<file path="src/rtl/spi_fe_pkg.sv">
package spi_fe_pkg;

    localparam logic [7:0] OPC_WREN = 8'h06;
    localparam logic [7:0] OPC_WRDI = 8'h04;
    localparam logic [7:0] OPC_RDSR = 8'h05;
    localparam logic [7:0] OPC_WRSR = 8'h01;
    localparam logic [7:0] OPC_READ = 8'h03;
    localparam logic [7:0] OPC_FAST = 8'h0B;
    localparam logic [7:0] OPC_SE   = 8'hD8;
    localparam logic [7:0] OPC_BE   = 8'hC7;
    localparam logic [7:0] OPC_PP   = 8'h02;
    localparam logic [7:0] OPC_DP   = 8'hB9;
    localparam logic [7:0] OPC_RES  = 8'hAB;

    localparam int FAST_FILL = 1;
    localparam int RES_FILL  = 3;

    typedef enum logic [2:0] {
        ST_IDLE, ST_OPCODE, ST_ADDR, ST_DUMMY,
        ST_WDATA, ST_RDATA, ST_ARMED, ST_IGNORE
    } fe_state_t;

    function automatic fe_state_t after_opcode(input logic [7:0] opc, input logic busy_i);
        fe_state_t nx;
        if (busy_i && opc != OPC_RDSR) begin
            nx = ST_IGNORE;
        end else begin
            case (opc)
                OPC_READ, OPC_FAST, OPC_SE, OPC_PP: nx = ST_ADDR;
                OPC_RDSR:                           nx = ST_RDATA;
                OPC_WRSR:                           nx = ST_WDATA;
                OPC_WREN, OPC_WRDI, OPC_BE, OPC_DP: nx = ST_ARMED;
                OPC_RES:                            nx = ST_DUMMY;
                default:                            nx = ST_IGNORE;
            endcase
        end
        return nx;
    endfunction

endpackage

</file>
<file path="src/rtl/spi_fe_pins.sv">
module spi_fe_pins (
    input  logic clk,
    input  logic rst_n,
    input  logic sck,
    input  logic cs_n,
    output logic sck_rise,
    output logic sck_fall,
    output logic cs_rise
);
    logic sck_q;
    logic cs_q;

    always_ff @(posedge clk or negedge rst_n) begin
        if (!rst_n) begin
            sck_q <= 1'b0;
            cs_q  <= 1'b1;
        end else begin
            sck_q <= sck;
            cs_q  <= cs_n;
        end
    end

    assign sck_rise = sck & ~sck_q;
    assign sck_fall = ~sck & sck_q;
    assign cs_rise  = cs_n & ~cs_q;

endmodule

</file>
<file path="src/rtl/spi_fe_ctrl.sv">
module spi_fe_ctrl
    import spi_fe_pkg::*;
#(
    parameter int ADDR_BYTES = 3,
    parameter int IDX_W      = 8
) (
    input  logic                    clk,
    input  logic                    rst_n,
    input  logic                    cs_n,
    input  logic                    si,
    input  logic                    busy,
    input  logic                    sck_rise,
    input  logic                    cs_rise,
    output logic [7:0]              op_o,
    output logic [8*ADDR_BYTES-1:0] addr_o,
    output logic                    exe_valid,
    output logic                    wr_valid,
    output logic [IDX_W-1:0]        wr_idx,
    output logic [7:0]              wr_data,
    output logic                    rd_req
);
    localparam int ADDR_W = 8 * ADDR_BYTES;
    localparam int CNT_W  = (ADDR_BYTES > 4) ? $clog2(ADDR_BYTES) : 2;

    fe_state_t         state, state_nx;
    logic [2:0]        bitc;
    logic [CNT_W-1:0]  bcnt;
    logic [6:0]        shreg;
    logic              armed;
    logic [IDX_W-1:0]  widx;
    logic [7:0]        byte_in;
    logic              byte_done;
    logic [CNT_W-1:0]  fill_last;

    assign byte_in   = {shreg, si};
    assign byte_done = sck_rise && !cs_n && (bitc == 3'd7);
    assign fill_last = (op_o == OPC_RES) ? CNT_W'(RES_FILL - 1) : CNT_W'(FAST_FILL - 1);

    always_comb begin
        state_nx = state;
        if (cs_n) begin
            state_nx = ST_IDLE;
        end else begin
            unique case (state)
                ST_IDLE:   state_nx = ST_OPCODE;
                ST_OPCODE: if (byte_done) state_nx = after_opcode(byte_in, busy);
                ST_ADDR: begin
                    if (byte_done && bcnt == CNT_W'(ADDR_BYTES - 1)) begin
                        if (op_o == OPC_READ)      state_nx = ST_RDATA;
                        else if (op_o == OPC_FAST) state_nx = ST_DUMMY;
                        else if (op_o == OPC_SE)   state_nx = ST_ARMED;
                        else                       state_nx = ST_WDATA;
                    end
                end
                ST_DUMMY:  if (byte_done && bcnt == fill_last) state_nx = ST_RDATA;
                ST_WDATA:  if (byte_done && op_o == OPC_WRSR) state_nx = ST_ARMED;
                ST_RDATA:  state_nx = ST_RDATA;
                ST_ARMED:  state_nx = ST_ARMED;
                ST_IGNORE: state_nx = ST_IGNORE;
            endcase
        end
    end

    always_ff @(posedge clk or negedge rst_n) begin
        if (!rst_n) state <= ST_IDLE;
        else        state <= state_nx;
    end

    always_ff @(posedge clk or negedge rst_n) begin
        if (!rst_n) begin
            bitc <= '0; bcnt <= '0; shreg <= '0; armed <= 1'b0; widx <= '0;
            op_o <= '0; addr_o <= '0; exe_valid <= 1'b0; wr_valid <= 1'b0;
            wr_idx <= '0; wr_data <= '0; rd_req <= 1'b0;
        end else begin
            exe_valid <= cs_rise && armed && (bitc == 3'd0);
            wr_valid  <= 1'b0;
            rd_req    <= 1'b0;
            if (cs_n) begin
                bitc <= '0; bcnt <= '0; shreg <= '0; armed <= 1'b0; widx <= '0;
            end else if (sck_rise) begin
                bitc  <= bitc + 3'd1;
                shreg <= byte_in[6:0];
                if (bitc == 3'd7) begin
                    unique case (state)
                        ST_OPCODE: begin
                            op_o   <= byte_in;
                            addr_o <= '0;
                            bcnt   <= '0;
                            armed  <= (state_nx == ST_ARMED) || (state_nx == ST_DUMMY);
                            rd_req <= (state_nx == ST_RDATA);
                        end
                        ST_ADDR: begin
                            addr_o <= {addr_o[ADDR_W-9:0], byte_in};
                            bcnt   <= (state_nx == ST_ADDR) ? bcnt + CNT_W'(1) : '0;
                            armed  <= (state_nx == ST_ARMED);
                            rd_req <= (state_nx == ST_RDATA);
                        end
                        ST_DUMMY: begin
                            bcnt   <= bcnt + CNT_W'(1);
                            rd_req <= (state_nx == ST_RDATA);
                        end
                        ST_WDATA: begin
                            wr_valid <= 1'b1;
                            wr_data  <= byte_in;
                            wr_idx   <= widx;
                            widx     <= widx + IDX_W'(1);
                            armed    <= 1'b1;
                        end
                        ST_RDATA: begin
                            rd_req <= 1'b1;
                            if (op_o == OPC_READ || op_o == OPC_FAST) addr_o <= addr_o + ADDR_W'(1);
                        end
                        default: ;
                    endcase
                end else if (state == ST_DUMMY && op_o == OPC_RES) begin
                    armed <= 1'b0;
                end
            end
        end
    end

    AST_EXE_WHILE_DESELECTED: assert property (@(posedge clk) disable iff (!rst_n)
        exe_valid |-> cs_n);
    AST_EXE_SINGLE_PULSE: assert property (@(posedge clk) disable iff (!rst_n)
        exe_valid |=> !exe_valid);
    AST_WR_ONLY_WRITES: assert property (@(posedge clk) disable iff (!rst_n)
        wr_valid |-> (op_o == OPC_PP || op_o == OPC_WRSR));
    AST_IGNORE_SILENT: assert property (@(posedge clk) disable iff (!rst_n)
        (state == ST_IGNORE) |-> (!wr_valid && !rd_req));
    AST_IDLE_DESELECTED: assert property (@(posedge clk) disable iff (!rst_n)
        ($past(cs_n) && cs_n) |-> (state == ST_IDLE));

endmodule

</file>
<file path="src/rtl/spi_fe_shift.sv">
module spi_fe_shift (
    input  logic       clk,
    input  logic       rst_n,
    input  logic       cs_n,
    input  logic       sck_fall,
    input  logic       rd_req,
    input  logic [7:0] rd_data,
    output logic       so,
    output logic       so_oe
);
    logic [7:0] sreg;
    logic       pend;

    always_ff @(posedge clk or negedge rst_n) begin
        if (!rst_n) begin
            sreg  <= '0;
            pend  <= 1'b0;
            so_oe <= 1'b0;
        end else begin
            so_oe <= !cs_n;
            if (cs_n) begin
                sreg <= '0;
                pend <= 1'b0;
            end else begin
                if (rd_req) pend <= 1'b1;
                if (sck_fall) begin
                    if (pend) begin
                        sreg <= rd_data;
                        pend <= 1'b0;
                    end else begin
                        sreg <= {sreg[6:0], 1'b0};
                    end
                end
            end
        end
    end

    assign so = sreg[7] & so_oe;

    AST_SO_MOVES_ON_FALL: assert property (@(posedge clk) disable iff (!rst_n)
        (!cs_n && !$past(cs_n) && !$past(sck_fall)) |-> $stable(so));

endmodule

</file>
<file path="src/rtl/spi_flash_frontend.sv">
module spi_flash_frontend #(
    parameter int ADDR_BYTES = 3,
    parameter int IDX_W      = 8
) (
    input  logic                    clk,
    input  logic                    rst_n,
    input  logic                    sck,
    input  logic                    cs_n,
    input  logic                    si,
    output logic                    so,
    output logic                    so_oe,
    input  logic                    busy,
    output logic [7:0]              cmd_op,
    output logic [8*ADDR_BYTES-1:0] cmd_addr,
    output logic                    exe_valid,
    output logic                    wr_valid,
    output logic [IDX_W-1:0]        wr_idx,
    output logic [7:0]              wr_data,
    output logic                    rd_req,
    input  logic [7:0]              rd_data
);
    logic sck_rise, sck_fall, cs_rise;

    spi_fe_pins u_pins (
        .clk(clk), .rst_n(rst_n), .sck(sck), .cs_n(cs_n),
        .sck_rise(sck_rise), .sck_fall(sck_fall), .cs_rise(cs_rise)
    );

    spi_fe_ctrl #(.ADDR_BYTES(ADDR_BYTES), .IDX_W(IDX_W)) u_ctrl (
        .clk(clk), .rst_n(rst_n), .cs_n(cs_n), .si(si), .busy(busy),
        .sck_rise(sck_rise), .cs_rise(cs_rise),
        .op_o(cmd_op), .addr_o(cmd_addr), .exe_valid(exe_valid),
        .wr_valid(wr_valid), .wr_idx(wr_idx), .wr_data(wr_data), .rd_req(rd_req)
    );

    spi_fe_shift u_shift (
        .clk(clk), .rst_n(rst_n), .cs_n(cs_n), .sck_fall(sck_fall),
        .rd_req(rd_req), .rd_data(rd_data), .so(so), .so_oe(so_oe)
    );

endmodule

</file>
<file path="config.mk">
export PLATFORM = sky130hd
export DESIGN_NAME = spi_flash_frontend
export DESIGN_NICKNAME = d
export VERILOG_FILES = /design/src/rtl/spi_fe_pkg.sv /design/src/rtl/spi_fe_pins.sv /design/src/rtl/spi_fe_ctrl.sv /design/src/rtl/spi_fe_shift.sv /design/src/rtl/spi_flash_frontend.sv
export SDC_FILE = /design/constraint.sdc
export NUM_CORES = 1
export LEC_CHECK = 0
export BUFFER_PORTS_ARGS = -buffer_cell sky130_fd_sc_hd__buf_2
export CAP_MARGIN = 10
export CORE_ASPECT_RATIO = 0.8
export CORE_MARGIN = 1.5
export CORE_UTILIZATION = 50
export DETAILED_ROUTE_END_ITERATION = 8
export MAX_ROUTING_LAYER = met4
export PLACE_DENSITY = 0.71
export SYNTH_ARGS = -nofsm -noshare
export SYNTH_HDL_FRONTEND = slang
export SYNTH_HIERARCHICAL = 1
export SYNTH_SLANG_ARGS = --single-unit
</file>
<file path="constraint.sdc">
create_clock -name clk -period 3 [get_ports clk]
set_input_delay 0.3 -clock clk [delete_from_list [all_inputs] [get_ports clk]]
set_output_delay 0.3 -clock clk [all_outputs]
set_load 0.01 [all_outputs]
</file>
Yosys cells after proc, flatten, opt, wreduce, memory -nomap -nowiden
Cells that the tools add are included.
- add/sub/neg operators: 4
- equal/unequal tests: 33
- mux-type cells: 47
- bitwise operators: 8
- reduce and logical (&&, ||, !) cells: 30
- operator list (cell ; count):
    24-bit one-hot mux with 3 select lines ; 1
    8-bit two-way mux ; 7
    8-bit equality test, second input constant ; 6
    3-bit two-way mux ; 10
    24-bit by 1-bit adder with 24-bit output, second input constant ; 1
    8-bit by 2-bit equality test with 1-bit output, second input constant ; 3
    8-bit by 3-bit equality test with 1-bit output, second input constant ; 3
    24-bit two-way mux ; 1
    3-bit one-hot mux with 8 select lines ; 1
    3-bit equality test, second input constant ; 7
    8-bit by 1-bit equality test with 1-bit output, second input constant ; 2
    8-bit by 4-bit equality test with 1-bit output, second input constant ; 2
    1-bit two-way mux ; 15
    3-bit one-hot mux with 5 select lines ; 1
    7-bit two-way mux ; 2
    3-bit by 2-bit equality test with 1-bit output, second input constant ; 4
    2-bit two-way mux ; 6
    1-bit logical AND ; 9
    3-bit AND reduction ; 3
    8-bit by 1-bit adder with 8-bit output, second input constant ; 1
    8-bit by 3-bit != test with 1-bit output, second input constant ; 1
    4-bit AND reduction ; 2
    2-bit nonzero test ; 4
    4-bit OR reduction ; 2
    19 further kinds ; 28
- register bits: 87
- input bits: 14

Longest topological paths before layout
- depth in word-level cells: 14
- depth in mapped cells: 9
- mapped depth without buffers: 8

By module
Netlist, hierarchy kept.
- by module, submodules not included (module ; times used ; cells each ; area an instance (µm²) ; sequential area each (µm²)):
    spi_fe_ctrl ; 1 ; 440 ; 4172.8 ; 1876.8
    spi_fe_shift ; 1 ; 43 ; 483.0 ; 250.2
    spi_fe_pins ; 1 ; 5 ; 72.6 ; 51.3

Worst setup path after synthesis
Ideal clock, no wire load.
- kind: reg-to-reg
- from: reg u_ctrl.bitc[0]
- to: reg u_ctrl.wr_idx[0]
- library setup time: 125 ps
- arrival time: 2133 ps
- required time: 2875 ps
- path slack: 742 ps
- cell stages (with the launch flop): 8
- buffers on the path: 2
- cells stage by stage: dfrtp_1 -> ha_1 -> ha_1 -> and3b_1 -> buf_2 -> nand3_1 -> clkbuf_1 -> mux2_2
- longest elaborated chain between the ends: 2
- RTL lines (what ; line ; RTL):
    start: declaration ; spi_fe_ctrl.sv:26 ; logic [2:0] bitc;
    start signal: assignment ; spi_fe_ctrl.sv:81 ; bitc <= bitc + 3'd1;
    3-bit equality test ; spi_fe_ctrl.sv:83 ; if (bitc == 3'd7) begin
    4-bit AND reduction (no line) ; - ;
    end signal: assignment ; spi_fe_ctrl.sv:105 ; wr_idx <= widx;
    end: declaration ; spi_fe_ctrl.sv:18 ; output logic [IDX_W-1:0] wr_idx,
Every way passes these cells.
A chain may end at the register's enable or synchronous reset.

Final worst setup path
- from: reg u_ctrl.bitc[0]
- to: reg u_ctrl.bcnt[0]
- longest elaborated chain between the ends: 12
- RTL lines (what ; line ; RTL):
    3-bit equality test * ; spi_fe_ctrl.sv:36, spi_fe_ctrl.sv:83 ;
    1-bit logical AND ; spi_fe_ctrl.sv:36 ; assign byte_done = sck_rise && !cs_n && (bitc == 3'd7);
    1-bit logical AND, on equally long branches ; spi_fe_ctrl.sv:56, spi_fe_ctrl.sv:48, spi_fe_ctrl.sv:55 ;
    3-bit two-way mux, on equally long branches ; spi_fe_ctrl.sv:56, spi_fe_ctrl.sv:48, spi_fe_ctrl.sv:55 ;
    3-bit one-hot mux with 8 select lines ; spi_fe_ctrl.sv:44 ; unique case (state)
    3-bit two-way mux ; spi_fe_ctrl.sv:41 ; if (cs_n) begin
    3-bit by 2-bit equality test with 1-bit output ; spi_fe_ctrl.sv:94 ; bcnt <= (state_nx == ST_ADDR) ? bcnt + CNT_W'(1) : '0;
    2-bit two-way mux ; spi_fe_ctrl.sv:94 ;
    2-bit one-hot mux with 3 select lines ; spi_fe_ctrl.sv:84 ; unique case (state)
    2-bit two-way mux ; spi_fe_ctrl.sv:83 ;
    2-bit two-way mux ; spi_fe_ctrl.sv:80 ; end else if (sck_rise) begin
    2-bit two-way mux ; spi_fe_ctrl.sv:78 ; if (cs_n) begin
    end signal: assignment ; spi_fe_ctrl.sv:94 ;
    end signal: assignment ; spi_fe_ctrl.sv:99 ; bcnt <= bcnt + CNT_W'(1);
    end: declaration ; spi_fe_ctrl.sv:27 ; logic [CNT_W-1:0] bcnt;
Mark *: on every way between the ends. The rest lies on a longest branch, timed or not. The select of a mux whose other input is x is not followed.

==> results.tsv <==
metric	value	unit
synthCells	488	
hold_buffers	0	
netlist_area	4730	µm²
cpPeakStageDelay	0.40	ns
worstPathCellList	ha_1 -> ha_1 -> and2_1 -> nand3_2 -> nor4_1 -> o31a_1 -> o211ai_1 -> a221oi_2	
die_area	10100	µm²
failed_checks	negative hold slack	
grt_usage	0.244	
ys_ff_latch	87	
finalCritPeriodShare	0.843	
yosys-top-cells-area	dfrtp_1 46%, mux2_2 5.7%, o21ai_0 4.7%, nor2_1 4.4%, mux2i_1 3.4%	
die_x	112	µm
via_per_inst	6.18	
pin_count	67	
power.total	2.54	mW
grt_pass1_wl	19300	µm
root_buffer	clkbuf_16	
worstPathMaxFanout	10	
status	finished, violations left	
rsz0062_at_grt	no	
combPwrFrac	0.039	
start_util	0.519	
cp.arrival	2.78	ns
critPathKind	reg -> reg	
portBuffers	66	
cts_max_level	3	
seqPwrFrac	0.470	
p_per_area	466	nW/µm²
switching_share	0.213	
p_int	2.00	mW
cp_common_cell	ha_1	
whs	-0.0306	ns
numCtsBuffers	9	
synth_top_area_share	0.455	
vias	4094	
critPathLaunchType	flop	
grt_max_degree	88	
rows	31	
synth_seq_area_share	0.461	
max_freq	395	MHz
place_inst	646	
crit_start	u_ctrl/bitc[0]	
reg2reg_from	u_ctrl/bitc[0]	
area_growth	15.5	%
drive_gt1_frac	0.230	
cp.required	3.25	ns
place.gp.congestion	0.961	
skew	0.00489	ns
route.detailed.wl_per_inst	17.4	µm
synth_nets	508	
final_util	0.599	
relSlewSlack	0.642	
cp_slowest_cell	nor4_1	
finalNetCount	562	
grt_pass1_vias	3861	
min_period	2.53	ns
synth_edf_count	0	
fp.dieH	90.0	µm
setup_violations	0	
cts_sinks	87	
clockBufferDepth	2	
synth_largest_area_cell	dfrtp_1	
cts.repair.resized	0	
synth_cell_types	64	
layout.cells.non_filler	662	
hold_viol	15	
maxCapViolCount	0	
post-cts-setup-buffers	0	
path_clk_slew	0.06	ns
antenna_cells	0	
synthFlopType	dfrtp_1	
antenna_found_initial	0	
postRouteAntennaNets	0	
drt_iter0_markers	421	
cts_tree	built	
tns	0	ns
grt_overflow	0	
p_switching	0.542	mW
worstMarginPinSlew	0.533	ns
synth.most_common_cell	dfrtp_1	
insertion_delay	0.34	ns
ir_drop	0.000385	V
dpl.hpwl	7740	µm
yosys_warnings	6	
coreArea	9110	µm²
async_flop_share	1.00	
synthTopCellsByCount	86 x dfrtp_1, 56 x nor2_1, 44 x o21ai_0, 27 x nand2_1, 24 x mux2_2	
drc_errors	0	
finalMaxSlewViolations	0	
critPathCaptureType	flop	
pwr-share-clk	0.491	
dr.pass1.iters	6	
holdCritPathClass	in -> async	
p_leak	2.55	nW
drt-total-wl	11500	µm
avgSynthCellArea	9.69	µm²
-- registers in the layout, indices dropped and copies added (netlist names) --
signal,count
u_ctrl/rd_req,1
u_ctrl/wr_idx,8
u_ctrl/widx,8
u_ctrl/op_o,8
u_pins/cs_q,1
u_ctrl/bcnt,2
u_ctrl/exe_valid,1
u_ctrl/bitc,3
u_ctrl/wr_valid,1
u_ctrl/wr_data,8
u_shift/pend,1
u_shift/sreg,8
u_ctrl/state,3
u_ctrl/shreg,7
u_pins/sck_q,1
u_ctrl/armed,1
u_ctrl/addr_o,24
u_shift/so_oe,1
-- power by group through the flow --
stage,Sequential (mW),Combinational (mW),Clock (mW)
finish,1.20,0.0990,1.25
detailed placement,1.22,0.101,0
global route,1.20,0.112,1.32
global placement,1.22,0.100,0
floorplan,1.21,0.0555,0
CTS,1.20,0.101,1.28
-- final timing paths --
kind                                         end  cells past startpoint  slack, ns
worst max-delay path              u_ctrl/bcnt[0]                      8       0.47
worst min-delay path             u_shift/sreg[2]                      2      -0.03
worst max register to register    u_ctrl/bcnt[0]                      8       0.47
worst min register to register  u_ctrl/wr_idx[7]                      2       0.49
max in group asynchronous            u_pins/cs_q                      2       2.62
min in group clk                    u_pins/sck_q                      1       0.09
-- critical path, delay by kind of cell, from the launching register on --
kind	cells	cell delay (ns)
adder cells (fa/ha/maj)	2	0.47
AND/OR/NAND/NOR	3	0.87
AO/OA/AOI/OAI	3	0.71
flip-flops	1	0.39
-- per-stage QoR --
stage                     area, µm²  setup WS (ns)
after floorplan                4730          0.742
after global placement         5120          0.567
after detailed placement       5120          0.485
after CTS                      5460          0.505
after global routing           5460          0.220
final                          5460          0.471
-- kinds of logic after synthesis --
| kind of cell | share of synthesized area |
|---|---|
| DFF | 0.461 |
| muxes | 0.0910 |
| AOI/OAI and AO/OA | 0.168 |
| and+or+nand+nor | 0.204 |
| xor gates and xnor gates | 0.0148 |
| adders and majority gates | 0.0159 |
| buffers and inverters | 0.0455 |
-- layout make-up --
cell class                      count  area, µm²
Fill cell                         808       3650
Multi-Input combinational cell    355       2330
Sequential cell                    87       2180
Timing Repair Buffer               75        413
Clock buffer                       11        253
Tap cell                          115        144
Clock inverter                      5       86.3
Inverter                           14       52.6
-- layer usage --
metal	vias to the layer above	share of wire	GRT usage	wire length [µm]
met5	-	0	-	0
met4	0	0.019	0.0823	223
met3	24	0.059	0.0486	680
met2	152	0.45	0.359	5170
met1	2020	0.47	0.341	5480
li1	1898	-	-	-
-- cell usage in the layout (no fill, tap or decap), drive strengths merged, types with 3 or more instances in the layout --
master / synthesis / routed
nand3: 14 / 14
ha: 6 / 6
a31oi: 8 / 8
nor4b: 3 / 3
a22oi: 8 / 8
a211oi: 7 / 7
mux2i: 16 / 16
nor3: 12 / 12
o211ai: 3 / 3
o22ai: 3 / 3
and4: 3 / 3
nor4: 6 / 6
a21oi: 18 / 18
nand2: 27 / 27
a32oi: 7 / 7
nor2: 56 / 56
mux2: 24 / 24
buf: 13 / 75
and3: 9 / 9
o21ai: 49 / 49
nor2b: 5 / 5
inv: 14 / 16
dfrtp: 86 / 86
xor2: 5 / 5
nand4: 4 / 4
or3: 4 / 4
xnor2: 3 / 3
and2: 5 / 5
nand2b: 11 / 11
nand4b: 5 / 5
clkbuf: 19 / 11
No activity file was read; power rests on OpenSTA's default activity.
